### config.mk
export PLATFORM = sky130hd
export DESIGN_NAME = cache_status_reader
export DESIGN_NICKNAME = d
export VERILOG_FILES = /design/src/rtl/csr_pkg.sv /design/src/rtl/csr_addr_decode.sv /design/src/rtl/csr_status_bank.sv /design/src/rtl/csr_result_pack.sv /design/src/rtl/cache_status_reader.sv
export SDC_FILE = /design/constraint.sdc
export NUM_CORES = 2
export LEC_CHECK = 0
export BUFFER_PORTS_ARGS = -buffer_cell sky130_fd_sc_hd__buf_4
export CAP_MARGIN = 20
export CELL_PAD_IN_SITES_DETAIL_PLACEMENT = 2
export CELL_PAD_IN_SITES_GLOBAL_PLACEMENT = 2
export CORE_UTILIZATION = 33
export DETAILED_ROUTE_END_ITERATION = 7
export PLACE_DENSITY_LB_ADDON = 0.05
export SLEW_MARGIN = 20
export SYNTH_ARGS = -nofsm -noshare
export SYNTH_HDL_FRONTEND = slang
export SYNTH_SLANG_ARGS = --single-unit
export TNS_END_PERCENT = 100
### constraint.sdc
create_clock -name clk -period 2.1 [get_ports clk]
set_input_delay 0.105 -clock clk [delete_from_list [all_inputs] [get_ports clk]]
set_output_delay 0.105 -clock clk [all_outputs]
set_load 0.005 [all_outputs]
### src/rtl/csr_pkg.sv
package csr_pkg;
  // Fixed pipeline depth: decode, array read, result register
  localparam int CSR_LATENCY = 3;

  typedef enum logic [1:0] {
    CSR_OP_NONE    = 2'd0,
    CSR_OP_WRITE   = 2'd1,
    CSR_OP_SQUASH  = 2'd2,
    CSR_OP_ILLEGAL = 2'd3
  } csr_op_e;
endpackage

### src/rtl/csr_addr_decode.sv
module csr_addr_decode #(
  parameter int SUM_W   = 11,
  parameter int OFF_W   = 10,
  parameter int SET_W   = 5,
  parameter int SET_LSB = 6,
  parameter int OFF_MIN = -256,
  parameter int OFF_MAX = 252,
  parameter int ALIGN_B = 2
) (
  input  logic [SUM_W-1:0] base_lo,
  input  logic [OFF_W-1:0] offset,
  output logic [SET_W-1:0] set_idx,
  output logic             legal
);
  logic [SUM_W-1:0] off_ext;
  logic [SUM_W-1:0] sum;
  logic             unused_sum_lo;
  logic             in_range;
  logic             aligned;

  assign off_ext       = {{(SUM_W-OFF_W){offset[OFF_W-1]}}, offset};
  assign sum           = base_lo + off_ext;
  assign set_idx       = sum[SET_LSB +: SET_W];
  assign unused_sum_lo = ^sum[SET_LSB-1:0];

  always_comb begin
    in_range = ($signed(offset) >= OFF_MIN) && ($signed(offset) <= OFF_MAX);
    aligned  = (offset[ALIGN_B-1:0] == '0);
    legal    = in_range && aligned;
  end
endmodule

### src/rtl/csr_status_bank.sv
module csr_status_bank #(
  parameter int SETS  = 32,
  parameter int SET_W = 5,
  parameter int LRU_W = 10,
  parameter int WAYS  = 8
) (
  input  logic             clk,
  input  logic             rst_n,
  input  logic             ld_en,
  input  logic [SET_W-1:0] ld_set,
  input  logic [LRU_W-1:0] ld_lru,
  input  logic [WAYS-1:0]  ld_dirty,
  input  logic             rd_en,
  input  logic [SET_W-1:0] rd_set,
  output logic [LRU_W-1:0] rd_lru,
  output logic [WAYS-1:0]  rd_dirty
);
  logic [LRU_W-1:0] lru_q   [SETS];
  logic [WAYS-1:0]  dirty_q [SETS];
  logic [LRU_W-1:0] rd_lru_d;
  logic [WAYS-1:0]  rd_dirty_d;

  for (genvar gi = 0; gi < SETS; gi++) begin : g_set
    logic hit;
    assign hit = ld_en && (ld_set == SET_W'(gi));

    always_ff @(posedge clk or negedge rst_n) begin
      if (!rst_n) begin
        lru_q[gi]   <= '0;
        dirty_q[gi] <= '0;
      end else if (hit) begin
        lru_q[gi]   <= ld_lru;
        dirty_q[gi] <= ld_dirty;
      end
    end
  end

  always_comb begin
    rd_lru_d   = lru_q[rd_set];
    rd_dirty_d = dirty_q[rd_set];
  end

  always_ff @(posedge clk or negedge rst_n) begin
    if (!rst_n) begin
      rd_lru   <= '0;
      rd_dirty <= '0;
    end else if (rd_en) begin
      rd_lru   <= rd_lru_d;
      rd_dirty <= rd_dirty_d;
    end
  end
endmodule

### src/rtl/csr_result_pack.sv
module csr_result_pack #(
  parameter int XLEN  = 32,
  parameter int LRU_W = 10,
  parameter int WAYS  = 8
) (
  input  logic [LRU_W-1:0] lru,
  input  logic [WAYS-1:0]  dirty,
  output logic [XLEN-1:0]  word
);
  localparam int PAD_W = XLEN - LRU_W - WAYS;

  assign word = {{PAD_W{1'b0}}, dirty, lru};
endmodule

### src/rtl/cache_status_reader.sv
module cache_status_reader
  import csr_pkg::*;
#(
  parameter int XLEN    = 32,
  parameter int SETS    = 32,
  parameter int NPORTS  = 2,
  parameter int LRU_W   = 10,
  parameter int WAYS    = 8,
  parameter int OFF_W   = 10,
  parameter int IDX_W   = 7,
  parameter int SET_LSB = 6,
  parameter int OFF_MIN = -256,
  parameter int OFF_MAX = 252,
  parameter int SET_W   = $clog2(SETS),
  parameter int PORT_W  = (NPORTS > 1) ? $clog2(NPORTS) : 1
) (
  input  logic              clk,
  input  logic              rst_n,
  input  logic              issue_valid,
  input  logic [PORT_W-1:0] issue_port,
  input  logic [XLEN-1:0]   issue_base,
  input  logic [OFF_W-1:0]  issue_offset,
  input  logic              guard_present,
  input  logic [XLEN-1:0]   guard_value,
  input  logic [IDX_W-1:0]  dest_idx,
  input  logic [NPORTS-1:0] upd_en,
  input  logic [SET_W-1:0]  upd_set,
  input  logic [LRU_W-1:0]  upd_lru,
  input  logic [WAYS-1:0]   upd_dirty,
  output logic              stall,
  output logic              wr_en,
  output logic [IDX_W-1:0]  wr_idx,
  output logic [XLEN-1:0]   wr_data,
  output logic              illegal
);
  localparam int SUM_W     = SET_LSB + SET_W;
  localparam int STALL_CYC = CSR_LATENCY - 1;
  localparam int CNT_W     = $clog2(STALL_CYC + 1);

  // Issue acceptance and stall counter
  logic             accept;
  logic [CNT_W-1:0] stall_cnt_q, stall_cnt_d;
  logic             unused_hi;

  assign unused_hi = ^{issue_base[XLEN-1:SUM_W], guard_value[XLEN-1:1]};
  assign accept    = issue_valid && (stall_cnt_q == '0);

  always_comb begin
    stall_cnt_d = stall_cnt_q;
    if (accept)                 stall_cnt_d = CNT_W'(STALL_CYC);
    else if (stall_cnt_q != '0) stall_cnt_d = stall_cnt_q - 1'b1;
  end

  always_ff @(posedge clk or negedge rst_n) begin
    if (!rst_n) stall_cnt_q <= '0;
    else        stall_cnt_q <= stall_cnt_d;
  end

  assign stall = (stall_cnt_q != '0);

  // Address decode
  logic [SET_W-1:0] dec_set;
  logic             dec_legal;

  csr_addr_decode #(
    .SUM_W  (SUM_W),
    .OFF_W  (OFF_W),
    .SET_W  (SET_W),
    .SET_LSB(SET_LSB),
    .OFF_MIN(OFF_MIN),
    .OFF_MAX(OFF_MAX),
    .ALIGN_B(2)
  ) u_dec (
    .base_lo(issue_base[SUM_W-1:0]),
    .offset (issue_offset),
    .set_idx(dec_set),
    .legal  (dec_legal)
  );

  // Stage 1: decoded request
  csr_op_e           s1_op_q,   s1_op_d;
  logic [PORT_W-1:0] s1_port_q;
  logic [SET_W-1:0]  s1_set_q;
  logic [IDX_W-1:0]  s1_idx_q;
  logic              guard_ok;

  assign guard_ok = !guard_present || guard_value[0];

  always_comb begin
    s1_op_d = CSR_OP_NONE;
    if (accept) begin
      if (!dec_legal)    s1_op_d = CSR_OP_ILLEGAL;
      else if (guard_ok) s1_op_d = CSR_OP_WRITE;
      else               s1_op_d = CSR_OP_SQUASH;
    end
  end

  always_ff @(posedge clk or negedge rst_n) begin
    if (!rst_n) begin
      s1_op_q   <= CSR_OP_NONE;
      s1_port_q <= '0;
      s1_set_q  <= '0;
      s1_idx_q  <= '0;
    end else begin
      s1_op_q <= s1_op_d;
      if (accept) begin
        s1_port_q <= issue_port;
        s1_set_q  <= dec_set;
        s1_idx_q  <= dest_idx;
      end
    end
  end

  // Status copies, one per issue port
  logic [LRU_W-1:0] bank_lru   [NPORTS];
  logic [WAYS-1:0]  bank_dirty [NPORTS];

  for (genvar gp = 0; gp < NPORTS; gp++) begin : g_bank
    logic rd_here;
    assign rd_here = (s1_op_q == CSR_OP_WRITE) && (s1_port_q == PORT_W'(gp));

    csr_status_bank #(
      .SETS (SETS),
      .SET_W(SET_W),
      .LRU_W(LRU_W),
      .WAYS (WAYS)
    ) u_bank (
      .clk     (clk),
      .rst_n   (rst_n),
      .ld_en   (upd_en[gp]),
      .ld_set  (upd_set),
      .ld_lru  (upd_lru),
      .ld_dirty(upd_dirty),
      .rd_en   (rd_here),
      .rd_set  (s1_set_q),
      .rd_lru  (bank_lru[gp]),
      .rd_dirty(bank_dirty[gp])
    );
  end

  // Stage 2: request travels beside the array read
  csr_op_e           s2_op_q;
  logic [PORT_W-1:0] s2_port_q;
  logic [IDX_W-1:0]  s2_idx_q;
  logic              s1_live;

  assign s1_live = (s1_op_q != CSR_OP_NONE);

  always_ff @(posedge clk or negedge rst_n) begin
    if (!rst_n) begin
      s2_op_q   <= CSR_OP_NONE;
      s2_port_q <= '0;
      s2_idx_q  <= '0;
    end else begin
      s2_op_q <= s1_op_q;
      if (s1_live) begin
        s2_port_q <= s1_port_q;
        s2_idx_q  <= s1_idx_q;
      end
    end
  end

  // Result packing and output register
  logic [XLEN-1:0] packed_word;
  logic            wr_en_d, illegal_d;

  csr_result_pack #(
    .XLEN (XLEN),
    .LRU_W(LRU_W),
    .WAYS (WAYS)
  ) u_pack (
    .lru  (bank_lru[s2_port_q]),
    .dirty(bank_dirty[s2_port_q]),
    .word (packed_word)
  );

  always_comb begin
    wr_en_d   = (s2_op_q == CSR_OP_WRITE);
    illegal_d = (s2_op_q == CSR_OP_ILLEGAL);
  end

  always_ff @(posedge clk or negedge rst_n) begin
    if (!rst_n) begin
      wr_en   <= 1'b0;
      illegal <= 1'b0;
      wr_idx  <= '0;
      wr_data <= '0;
    end else begin
      wr_en   <= wr_en_d;
      illegal <= illegal_d;
      if (wr_en_d) begin
        wr_idx  <= s2_idx_q;
        wr_data <= packed_word;
      end
    end
  end
endmodule

==> impl_metrics.py <==
metrics = {
    "min_path": {
        "hold_path_depth": 2,
        "holdPathEnd": "g_bank[0].u_bank.lru_q[199]",
        "hp-class": "input port to flop",
        "min-delay-start": "upd_lru[9]",
    },
    "critical_path": {
        "rr_worst_depth": 9,
        "cp_data_arrival_time_ns": 3.03,
        "regToRegSetupSlack_ns": -0.27,
        "worstSetupPathType": "flop to flop",
        "critPathMaxFanout": 14,
        "endpoint_kind": "flop",
        "startpoint_type": "flop",
        "required_ns": 2.76,
        "rr_endpoint": "g_bank[1].u_bank.rd_dirty[3]",
        "r2r-start": "s1_set_q[0]",
    },
    "power": {
        "p_leak_nw": 32.2,
        "p_int_mw": 62.8,
        "switchingPower_mw": 33.3,
        "pwr-share-clk_pct": 27.1,
        "power_frac_comb_pct": 39.4,
        "p_sw_share_pct": 34.7,
        "powerDensity_nw_per_um2": 1350,
        "ir_drop_v": 0.000884,
        "seqPwrFrac_pct": 33.5,
    },
    "synth": {
        "yosys_warnings": 0,
        "synth-compound-area-share_pct": 6.15,
        "yosysSeqAreaShare_pct": 55.0,
        "synthCells": 4062,
        "synth_adder_area_share_pct": 0.221,
        "synth_top_family_by_area": "multiplexers",
        "synthFlopType": "dfrtp_1",
        "syn_area_um2": 56500,
        "async_reset_ff_share_pct": 100,
        "synth_xor_xnor_area_share_pct": 0.0775,
        "synth_edf_count": 0,
        "synth_mux_area_share_pct": 33.9,
        "ys_ff_latch": 1242,
        "syn_area_per_cell_um2": 13.9,
        "yosys.area_share.simple_pct": 1.64,
        "ys_types": 44,
    },
    "clock_tree": {
        "cts_buffers": 151,
        "clock_latency_ns": 0.78,
        "htree_levels": 4,
        "cts_root_buffer": "clkbuf_16",
        "cts_tree": "done",
        "cts.clk_slew.worst_paths_ns": 0.06,
        "cts_buffer_depth": 3,
        "clock_sinks": 1242,
    },
    "placed_design": {
        "portBuffers": 86,
        "hpwl_um": 131000,
        "place_ws_ns": -0.996,
        "place.gp.congestion": 0.778,
    },
    "die": {
        "dieArea_um2": 173000,
        "io_pins": 153,
        "initial_core_util_pct": 33.3,
        "dieHeight_um": 416,
        "num_rows": 151,
        "die_w_um": 416,
        "core-area_um2": 170000,
    },
    "detailed_routing": {
        "drc_errors": 0,
        "viasPerCell": 5.31,
        "wl_um": 203000,
        "via_count": 36200,
        "drt_iter0_markers": 1576,
        "firstDrtPassIters": 4,
        "postRouteAntennaNets": 0,
        "wl_per_cell_um": 29.8,
    },
    "sta": {
        "worst_pin_slew_ns": 0.861,
        "finalClockSkew_ns": 0.0182,
        "setup_viol": 36,
        "max_freq_mhz": 421,
        "timing.final.max_slew_violations": 0,
        "post-route-min-period_ns": 2.37,
        "rsz0062_at_grt": "yes",
        "period_share_pct": 113,
        "hold_viol": 0,
        "setup_ws_ns": -0.274,
        "fin_tns_setup_ns": -5.57,
        "hold-worst-slack_ns": 0.0583,
        "slew_headroom_pct": 42.4,
    },
    "final_layout": {
        "syn2layout_area_growth_pct": 26.1,
        "layout_common_cells": "dfrtp_1 (1240), mux2_2 (1175), mux2i_1 (585)",
        "mostFrequentLayoutCell": "dfrtp_1",
        "layout-drive-gt1-share_pct": 47.7,
        "n_fill_cell": 16300,
        "fin_nets": 4591,
    },
    "status": {
        "violations": "negative setup slack",
        "status": "finished, violations left",
    },
    "global_routing": {
        "grt_pass1_wl_um": 298000,
        "grt_pass1_vias": 40700,
        "grt_start_max_net_pins": 82,
        "grt_usage_pct": 23.6,
        "antenna_found_initial": 10,
        "overflow": 0,
    },
    "job": {
        "maxCapViolations": 0,
    },
}
[metal layers]
layer | part of all wire, % | track usage (%)
met2 | 50 | 40.6
met1 | 46 | 31.5
met4 | 2.6 | 5.95
met3 | 2.1 | 2.54
met5 | 0 | 0
[cell type report]
| class | instances | area, um^2 | area share [%] |
|---|---|---|---|
| Inverter | 7 | 26.3 | 0.0369 |
| Sequential cell | 1242 | 31100 | 43.6 |
| Antenna cell | 8 | 20.0 | 0.0281 |
| Timing Repair Buffer | 616 | 7270 | 10.2 |
| Tap cell | 2218 | 2780 | 3.90 |
| Clock buffer | 241 | 4620 | 6.49 |
| Clock inverter | 33 | 277 | 0.388 |
| Multi-Input combinational cell | 2452 | 25200 | 35.3 |
[critical path, stage by stage, from the launching register on]
cell and delay [ns]:
dfrtp_4 0.52, buf_12 0.18, buf_12 0.13, buf_16 0.15
buf_16 0.17, mux2i_1 0.12, a22o_1 0.24, a221oi_2 0.21
o22ai_2 0.15, o41ai_2 0.36
[flip-flops by register name, summed over array words and instances, names as in the netlist, 2 cells and up]
signal                  cells
g_bank.u_bank.lru_q       640
g_bank.u_bank.dirty_q     512
g_bank.u_bank.rd_lru       20
wr_data                    18
g_bank.u_bank.rd_dirty     16
s1_idx_q                    7
s2_idx_q                    7
wr_idx                      7
s1_set_q                    5
s1_op_q                     2
s2_op_q                     2
stall_cnt_q                 2
[logic make-up (layout without fill, tap and decap cells)]
group	after synthesis	after routing
other	1	22
DFF	1242	1242
xor gates and xnor gates	5	5
muxes	1770	1770
adders and majority gates	10	10
buffers and inverters	381	897
and+or+nand+nor	181	181
AOI/OAI and AO/OA	472	472
[cells in the mapped netlist (2+ instances only)]
library cell | instances | area [um^2]
a21o_1 | 3 | 22.5
a21oi_1 | 77 | 385
a221oi_1 | 73 | 639
a22o_1 | 72 | 631
a22oi_1 | 144 | 1080
a31oi_1 | 3 | 18.8
and2_1 | 4 | 25.0
buf_1 | 26 | 97.6
buf_2 | 96 | 480
buf_4 | 33 | 248
clkbuf_1 | 219 | 822
dfrtp_1 | 1242 | 31100
ha_1 | 10 | 125
inv_1 | 7 | 26.3
mux2_2 | 1175 | 13200
mux2i_1 | 595 | 5960
nand2_1 | 114 | 428
nand2b_1 | 10 | 62.6
nand3b_1 | 2 | 15.0
nor2_1 | 9 | 33.8
nor2_2 | 4 | 25.0
nor2_4 | 16 | 180
nor2b_1 | 4 | 25.0
nor3_1 | 3 | 15.0
nor3_2 | 4 | 40.0
o21ai_0 | 23 | 115
o22ai_1 | 36 | 225
o41ai_1 | 36 | 315
or2_1 | 4 | 25.0
xor2_1 | 4 | 35.0
[power groups by stage]
| stage | clock, mW | sequential (mW) | combinational [mW] |
|---|---|---|---|
| final | 26.0 | 32.2 | 37.9 |
| after global routing | 27.7 | 32.8 | 40.1 |
| after CTS | 26.9 | 32.2 | 36.9 |
| after detailed placement | 0 | 32.5 | 31.9 |
| after global placement | 0 | 32.3 | 31.4 |
| after floorplan | 0 | 31.2 | 17.3 |
[worst max path at each step]
stage               slack (ns)        start  depth (start not counted)                           end
floorplan                 0.21  s1_set_q[0]                          8    g_bank[0].u_bank.rd_lru[7]
detailed placement        -1.0  s1_set_q[0]                          9    g_bank[0].u_bank.rd_lru[3]
global route             -0.32  s1_set_q[0]                         10    g_bank[1].u_bank.rd_lru[2]
CTS                      -0.27  s1_set_q[0]                          9    g_bank[0].u_bank.rd_lru[3]
global placement         -1.11  s1_set_q[1]                         10    g_bank[0].u_bank.rd_lru[0]
finish                   -0.27  s1_set_q[0]                          9  g_bank[1].u_bank.rd_dirty[3]
[metrics by stage]
step / cells / power [mW] / cell area [um^2] / utilization (%)
2_1_floorplan: 4075 / 48.6 / 56600 / -
3_3_place_gp: 6414 / 63.7 / 63000 / 37.2
3_5_place_dp: 6415 / 64.4 / 63100 / 37.2
4_1_cts: 6774 / 96.0 / 70500 / 41.6
5_1_grt: 6809 / 101 / 71200 / 42.0
6_report: 6817 / 96.1 / 71200 / 42.0
[timing repair]
action,4_1_cts,5_1_grt
gates resized for setup,256,89
endpoints found under the setup margin,36,38
buffers inserted,32,42
gates cloned,16,3
hold buffers,47,0
hold endpoints to repair,1577,0
pin swaps,120,52
(Power assumes the default switching activity.)
